$ cat src/rtl/nvm_guard_pkg.sv
package nvm_guard_pkg;

  typedef enum logic [1:0] {
    RG_BOOT = 2'd0,
    RG_CODE = 2'd1,
    RG_DATA = 2'd2
  } region_e;

  // bit positions of the protection word
  localparam int LK_BOOT_RP = 0;
  localparam int LK_CODE_WP = 1;
  localparam int LK_DATA_WP = 2;
  localparam int LK_BITS    = 3;

  // control -> datapath strobes
  typedef struct packed {
    logic codeWp;
    logic dataWp;
    logic rpArmed;
  } guard_ctl_s;

endpackage

$ cat src/rtl/nvm_region_decode.sv
module nvm_region_decode
  import nvm_guard_pkg::*;
#(
  parameter int ADDR_W      = 16,
  parameter int SIZE_W      = 8,
  parameter int BLOCK_SHIFT = 8
) (
  input  logic [ADDR_W-1:0] addr,
  input  logic [SIZE_W-1:0] bootSize,
  input  logic [SIZE_W-1:0] codeSize,
  output region_e           region
);
  localparam int CMP_W = ADDR_W + SIZE_W + BLOCK_SHIFT;

  logic [CMP_W-1:0] addrW;
  logic [CMP_W-1:0] bootEnd;
  logic [CMP_W-1:0] codeEnd;

  assign addrW   = CMP_W'(addr);
  assign bootEnd = CMP_W'(bootSize) << BLOCK_SHIFT;
  assign codeEnd = CMP_W'(codeSize) << BLOCK_SHIFT;

  always_comb begin
    if (bootSize == '0 || addrW < bootEnd) region = RG_BOOT;
    else if (addrW < codeEnd)              region = RG_CODE;
    else                                   region = RG_DATA;
  end
endmodule

$ cat src/rtl/nvm_guard_ctrl.sv
module nvm_guard_ctrl
  import nvm_guard_pkg::*;
#(
  parameter int          WINDOW = 4,
  parameter logic [7:0]  KEY    = 8'h9D
) (
  input  logic               clk,
  input  logic               rstN,
  input  logic               keyStrobe,
  input  logic [7:0]         keyValue,
  input  logic               lockWrite,
  input  logic [LK_BITS-1:0] lockData,
  input  logic               errClear,
  input  logic               denyPulse,
  input  logic               pcInBoot,
  output guard_ctl_s         ctl,
  output logic [LK_BITS-1:0] lockState,
  output logic               errFlag
);
  localparam int WIN_W = $clog2(WINDOW + 1);

  logic [WIN_W-1:0]   winCnt;
  logic [LK_BITS-1:0] lockBits;
  logic               rpArmed;
  logic               winOpen;
  logic [LK_BITS-1:0] setMask;

  assign winOpen = (winCnt != '0);

  always_comb begin
    setMask             = lockData;
    setMask[LK_BOOT_RP] = lockData[LK_BOOT_RP] & pcInBoot;
  end

  always_ff @(posedge clk or negedge rstN) begin
    if (!rstN) begin
      winCnt <= '0;
    end else if (keyStrobe && keyValue == KEY) begin
      winCnt <= WIN_W'(WINDOW);
    end else if (winOpen) begin
      winCnt <= winCnt - 1'b1;
    end
  end

  always_ff @(posedge clk or negedge rstN) begin
    if (!rstN) begin
      lockBits <= '0;
    end else if (lockWrite && winOpen) begin
      lockBits <= lockBits | setMask;
    end
  end

  always_ff @(posedge clk or negedge rstN) begin
    if (!rstN) rpArmed <= 1'b0;
    else       rpArmed <= rpArmed | (lockBits[LK_BOOT_RP] & ~pcInBoot);
  end

  always_ff @(posedge clk or negedge rstN) begin
    if (!rstN)          errFlag <= 1'b0;
    else if (denyPulse) errFlag <= 1'b1;
    else if (errClear)  errFlag <= 1'b0;
  end

  assign ctl.codeWp  = lockBits[LK_CODE_WP];
  assign ctl.dataWp  = lockBits[LK_DATA_WP];
  assign ctl.rpArmed = rpArmed;
  assign lockState   = lockBits;
endmodule

$ cat src/rtl/nvm_guard_dp.sv
module nvm_guard_dp
  import nvm_guard_pkg::*;
#(
  parameter int ADDR_W      = 16,
  parameter int SIZE_W      = 8,
  parameter int DATA_W      = 16,
  parameter int BLOCK_SHIFT = 8
) (
  input  logic              clk,
  input  logic              rstN,
  input  logic [SIZE_W-1:0] bootSize,
  input  logic [SIZE_W-1:0] codeSize,
  input  logic [ADDR_W-1:0] pcAddr,
  input  logic              reqValid,
  input  logic              reqErase,
  input  logic              reqEeprom,
  input  logic              reqExt,
  input  logic [ADDR_W-1:0] reqAddr,
  input  logic [ADDR_W-1:0] rdAddr,
  input  logic [DATA_W-1:0] rdRaw,
  input  guard_ctl_s        ctl,
  output logic              flashWrEn,
  output logic              flashErEn,
  output logic              eepWrEn,
  output logic [ADDR_W-1:0] cmdAddr,
  output logic [DATA_W-1:0] rdData,
  output logic              denyPulse,
  output logic              pcInBoot
);
  localparam int N_DEC  = 3;
  localparam int DEC_PC = 0;
  localparam int DEC_RQ = 1;
  localparam int DEC_RD = 2;

  logic [ADDR_W-1:0] decAddr [N_DEC];
  region_e           decReg  [N_DEC];
  logic              allow;

  assign decAddr[DEC_PC] = pcAddr;
  assign decAddr[DEC_RQ] = reqAddr;
  assign decAddr[DEC_RD] = rdAddr;

  for (genvar i = 0; i < N_DEC; i++) begin : g_dec
    nvm_region_decode #(
      .ADDR_W(ADDR_W), .SIZE_W(SIZE_W), .BLOCK_SHIFT(BLOCK_SHIFT)
    ) u_dec (
      .addr(decAddr[i]), .bootSize(bootSize), .codeSize(codeSize),
      .region(decReg[i])
    );
  end

  // permission matrix: source region of execution vs target
  always_comb begin
    allow = 1'b0;
    if (reqExt) begin
      allow = 1'b1;
    end else if (reqEeprom) begin
      allow = (decReg[DEC_PC] != RG_DATA);
    end else begin
      unique case (decReg[DEC_RQ])
        RG_CODE: allow = (decReg[DEC_PC] == RG_BOOT) && !ctl.codeWp;
        RG_DATA: allow = (decReg[DEC_PC] != RG_DATA) && !ctl.dataWp;
        default: allow = 1'b0;
      endcase
    end
  end

  assign denyPulse = reqValid & ~allow;
  assign pcInBoot  = (decReg[DEC_PC] == RG_BOOT);

  always_ff @(posedge clk or negedge rstN) begin
    if (!rstN) begin
      flashWrEn <= 1'b0;
      flashErEn <= 1'b0;
      eepWrEn   <= 1'b0;
      cmdAddr   <= '0;
    end else begin
      flashWrEn <= reqValid & allow & ~reqEeprom & ~reqErase;
      flashErEn <= reqValid & allow & ~reqEeprom & reqErase;
      eepWrEn   <= reqValid & allow & reqEeprom;
      if (reqValid) cmdAddr <= reqAddr;
    end
  end

  assign rdData = (ctl.rpArmed && decReg[DEC_RD] == RG_BOOT) ? '0 : rdRaw;
endmodule

$ cat src/rtl/nvm_region_guard.sv
module nvm_region_guard
  import nvm_guard_pkg::*;
#(
  parameter int         ADDR_W      = 16,
  parameter int         SIZE_W      = 8,
  parameter int         DATA_W      = 16,
  parameter int         BLOCK_BYTES = 256,
  parameter int         WINDOW      = 4,
  parameter logic [7:0] KEY         = 8'h9D
) (
  input  logic               clk,
  input  logic               rstN,
  input  logic [SIZE_W-1:0]  bootSize,
  input  logic [SIZE_W-1:0]  codeSize,
  input  logic [ADDR_W-1:0]  pcAddr,
  input  logic               reqValid,
  input  logic               reqErase,
  input  logic               reqEeprom,
  input  logic               reqExt,
  input  logic [ADDR_W-1:0]  reqAddr,
  output logic               flashWrEn,
  output logic               flashErEn,
  output logic               eepWrEn,
  output logic [ADDR_W-1:0]  cmdAddr,
  input  logic [ADDR_W-1:0]  rdAddr,
  input  logic [DATA_W-1:0]  rdRaw,
  output logic [DATA_W-1:0]  rdData,
  input  logic               keyStrobe,
  input  logic [7:0]         keyValue,
  input  logic               lockWrite,
  input  logic [LK_BITS-1:0] lockData,
  output logic [LK_BITS-1:0] lockState,
  output logic               rpActive,
  input  logic               errClear,
  output logic               errFlag
);
  localparam int BLOCK_SHIFT = $clog2(BLOCK_BYTES);

  guard_ctl_s ctl;
  logic       denyPulse;
  logic       pcInBoot;

  nvm_guard_ctrl #(.WINDOW(WINDOW), .KEY(KEY)) u_ctrl (
    .clk(clk), .rstN(rstN),
    .keyStrobe(keyStrobe), .keyValue(keyValue),
    .lockWrite(lockWrite), .lockData(lockData),
    .errClear(errClear), .denyPulse(denyPulse), .pcInBoot(pcInBoot),
    .ctl(ctl), .lockState(lockState), .errFlag(errFlag)
  );

  nvm_guard_dp #(
    .ADDR_W(ADDR_W), .SIZE_W(SIZE_W), .DATA_W(DATA_W), .BLOCK_SHIFT(BLOCK_SHIFT)
  ) u_dp (
    .clk(clk), .rstN(rstN),
    .bootSize(bootSize), .codeSize(codeSize), .pcAddr(pcAddr),
    .reqValid(reqValid), .reqErase(reqErase), .reqEeprom(reqEeprom),
    .reqExt(reqExt), .reqAddr(reqAddr),
    .rdAddr(rdAddr), .rdRaw(rdRaw), .ctl(ctl),
    .flashWrEn(flashWrEn), .flashErEn(flashErEn), .eepWrEn(eepWrEn),
    .cmdAddr(cmdAddr), .rdData(rdData),
    .denyPulse(denyPulse), .pcInBoot(pcInBoot)
  );

  assign rpActive = ctl.rpArmed;
endmodule

$ cat config.mk
export PLATFORM = sky130hd
export DESIGN_NAME = nvm_region_guard
export DESIGN_NICKNAME = d
export VERILOG_FILES = /design/src/rtl/nvm_guard_pkg.sv /design/src/rtl/nvm_region_decode.sv /design/src/rtl/nvm_guard_ctrl.sv /design/src/rtl/nvm_guard_dp.sv /design/src/rtl/nvm_region_guard.sv
export SDC_FILE = /design/constraint.sdc
export NUM_CORES = 1
export LEC_CHECK = 0
export CAP_MARGIN = 10
export CORE_AREA = 4 4 81 83
export DETAILED_ROUTE_END_ITERATION = 10
export DIE_AREA = 0 0 85 87
export GPL_ROUTABILITY_DRIVEN = 0
export PLACE_DENSITY = 0.9
export RECOVER_POWER = 25
export SLEW_MARGIN = 5
export SYNTH_ARGS = -nofsm -noshare
export SYNTH_HDL_FRONTEND = slang
export SYNTH_SLANG_ARGS = --single-unit
$ cat constraint.sdc
create_clock -name clk -period 2.75 [get_ports clk]
set_input_delay 0.55 -clock clk [delete_from_list [all_inputs] [get_ports clk]]
set_output_delay 0.55 -clock clk [all_outputs]
set_load 0.005 [all_outputs]
==> out/metrics.csv <==
stage,metric,value,unit
outcome,outcome,"complete, but fails checks",
outcome,violations,setup timing,
clock_network,numCtsBuffers,3,
min_path,hp-start,u_dp.cmdAddr[8],
critical_path,r2r_cells,4,
layout,area_delta_synth_final,81.4,%
drt,vias,2356,
timing,final_hold_viol_count,0,
synth,synth_adder_area_share,21.8,%
layout,regArea,676,um2
clock_network,clkSinkCount,27,
pwr,power.density,343,mW/mm2
drt,via_per_inst,5.10,
drt,drc,0,
clock_network,tritoncts,yes,
floorplan,fp.dieW,85,um
layout,fillers,468,
timing,setup_viol,1,
drt,drt-initial-drc-count,40,
global_routing,antenna_found_initial,0,
floorplan,fp.dieH,87,um
clock_network,hold_buffers,0,
critical_path,cp.arrival,2.22,ns
synth,synth_top_cell_by_area,dfrtp_1,
drt,drtAntennaViolNets,0,
timing,fin_tns_setup,-0.0180,ns
placement,dp_hpwl,5.77,mm
synth,synth_nets,365,
clock_network,clock-root-buffer,clkbuf_8,
layout,multi_input_area,0.00147,mm2
global_routing,grt_pass1_wl,11.2,mm
synth,synth_mux_area_share,8.95,%
synth,syn_avg_cell_area,9.32,um2
timing,drv_slew,0,
critical_path,regToRegStartpoint,u_ctrl.winCnt[0],
critical_path,path_class,in -> out,
global_routing,grt_overflow_total,0,
timing,timing.fmax,0.361,GHz
critical_path,reg2reg_setup_slack,1.55,ns
pwr,p_leak,1.81,nW
pwr,total_power,1.32,mW
critical_path,cp-start-kind,input pin,
clock_network,ctsLongestPathBuffers,2,
min_path,min_path_cells,1,
min_path,hold_path_class,reg -> reg,
critical_path,path_max_fanout,4,
timing,period_share,101,%
critical_path,r2r_end,u_ctrl.lockState[1],
floorplan,core-area,0.00585,mm2
synth,synth_warnings,0,
flow_run,maxCapViolCount,0,
synth,ys_ff_latch,27,
floorplan,start_util,36.3,%
floorplan,top_level_ports,140,
floorplan,die_area,0.00740,mm2
critical_path,required,2.20,ns
pwr,ir_worst_vdd,0.367,mV
layout,antennaDiodeCount,0,
synth,synthCells,228,
synth,synth_top_area_share,31.8,%
drt,dr.pass1.iters,4,
drt,routed_wl,7.24,mm
timing,max_slew_margin,4.13,%
placement,io_buffer_count,123,
clock_network,htreeDepth,1,
clock_network,clk_latency,0.27,ns
synth,synth_area,0.00213,mm2
synth,ys_types,39,
min_path,hold_end,u_dp.cmdAddr[8],
synth,synth_xor_xnor_area_share,0.412,%
synth,synthTopCellsByArea,"dfrtp_1, ha_1, mux2_2",
critical_path,cp-end-kind,output pin,
global_routing,grt_max_degree,28,
timing,min_period,2.77,ns
synth,synth_top_family_by_area,adder cells,
layout,nNetsFinal,525,
clock_network,clk_pin_slew,0.08,ns
synth,seq_area_frac_synth,31.8,%
timing,tightest_slew,1.44,ns
floorplan,rows,28,
timing,setup_slack,-0.0180,ns
synth,synthSimpleGateAreaFrac,13.9,%
timing,fin_skew,0.00122,ns
synth,synth-compound-area-share,19.1,%
layout,drive_gt1_share,24.5,%
global_routing,grt_pass1_vias,2474,
global_routing,grt_util_all_layers,18.8,%
drt,wl_per_cell,15.7,um
==> per-stage QoR <==
step | std cells | hold slack (ns) | cell area, um2 | utilization, % | worst slack, ns
after CTS | 459 | 0.515 | 3790 | 64.7 | -0.0229
after floorplan | 228 | 0.254 | 2130 | - | 0.188
after detailed placement | 447 | 0.495 | 3640 | 62.2 | -0.672
after global routing | 462 | 0.528 | 3860 | 65.9 | -0.0762
after global placement | 447 | 0.488 | 3640 | 62.2 | -0.607
final | 462 | 0.511 | 3860 | 65.9 | -0.0180
==> sequential cells by signal, summed over array words and instances, names as in the netlist <==
signal,flops
u_ctrl.rpArmed,1
u_ctrl.winCnt,3
u_dp.flashErEn,1
u_dp.flashWrEn,1
u_dp.eepWrEn,1
u_ctrl.lockState,3
u_ctrl.errFlag,1
u_dp.cmdAddr,16
==> metal layers <==
layer | global-route usage [%] | wire [um]
met1 | 21.2 | 2840
met2 | 35.9 | 3660
met3 | 3.69 | 650
met4 | 4.75 | 96
met5 | 0 | 0
==> worst max-delay path by stage <==
stage / from / endpoint / slack [ns]
floorplan: bootSize[1] / rdData[10] / 0.19
global placement: bootSize[1] / rdData[4] / -0.61
detailed placement: bootSize[1] / rdData[12] / -0.67
CTS: bootSize[2] / rdData[12] / -0.02
global route: rdAddr[12] / rdData[15] / -0.08
finish: rdAddr[12] / rdData[15] / -0.02
==> cell usage after synthesis <==
master,n
nor4_1,2
a21oi_1,25
nor2b_1,3
clkbuf_1,4
o21bai_1,2
a41oi_1,1
or4b_4,1
o31ai_1,2
o21a_1,1
inv_1,18
mux2i_1,1
nand2_1,29
a2111oi_2,1
nand2b_1,3
xnor2_1,1
o2111ai_1,1
ha_1,37
a211o_1,2
a31oi_1,1
nand3_1,4
mux2_2,16
a31o_2,1
nor3_2,1
a221oi_1,2
o31a_1,1
nand3b_1,2
o21a_2,1
buf_2,1
or2b_1,1
nor2_1,8
a21o_1,8
o211ai_1,2
a211oi_1,3
dfrtp_1,27
nor3_1,2
and2b_1,1
nor4bb_1,1
o21ai_0,9
and3_1,2
==> repair_timing <==
action | CTS | global route
pin swaps | 7 | 6
gates resized for setup | 78 | 30
cloned | 1 | 0
setup endpoints to repair | 16 | 18
buffers inserted | 7 | 3
==> logic make-up (layout without fill, tap and decap cells) <==
family,count (synthesis),after routing
multiplexers,17,17
AO/OA/AOI/OAI,63,63
AND/OR/NAND/NOR,60,60
adder cells (fa/ha/maj),37,37
flip-flops,27,27
XOR/XNOR,1,1
buffers and inverters,23,182
==> area by class of cell <==
class | count | share of cell area (%)
sequential | 27 | 17.5
multi-input combinational | 178 | 38.0
clock buffer | 4 | 1.17
timing repair buffer | 160 | 39.0
tap | 75 | 2.43
inverter | 18 | 1.82
==> layout by cell type, fill, tap and decap left out, drive strengths merged, types with 2 or more instances in the layout <==
master,count
clkdlybuf4s50,94
buf,45
ha,37
nand2,29
dfrtp,27
a21oi,25
inv,18
mux2,16
o21ai,9
clkbuf,9
nor2,8
a21o,8
clkdlybuf4s15,8
nand3,4
dlygate4sd2,4
a211oi,3
nor2b,3
dlymetal6s2s,3
nand2b,3
nor3,3
a211o,2
o211ai,2
and3,2
a221oi,2
nand3b,2
o21bai,2
o31ai,2
nor4,2
o21a,2
==> power by group <==
part	total, mW	internal [mW]	switching (mW)
logic	0.629	0.369	0.260
clock network	0.221	0.104	0.117
registers	0.474	0.448	0.0257
==> worst max-delay path, stage by stage <==
cell	delay, ns
clkdlybuf4s50_1	0.47
ha_2	0.20
a211o_1	0.14
o2111ai_4	0.13
buf_6	0.16
buf_4	0.13
a21oi_1	0.17
clkdlybuf4s15_1	0.26
(Power assumes the default switching activity.)
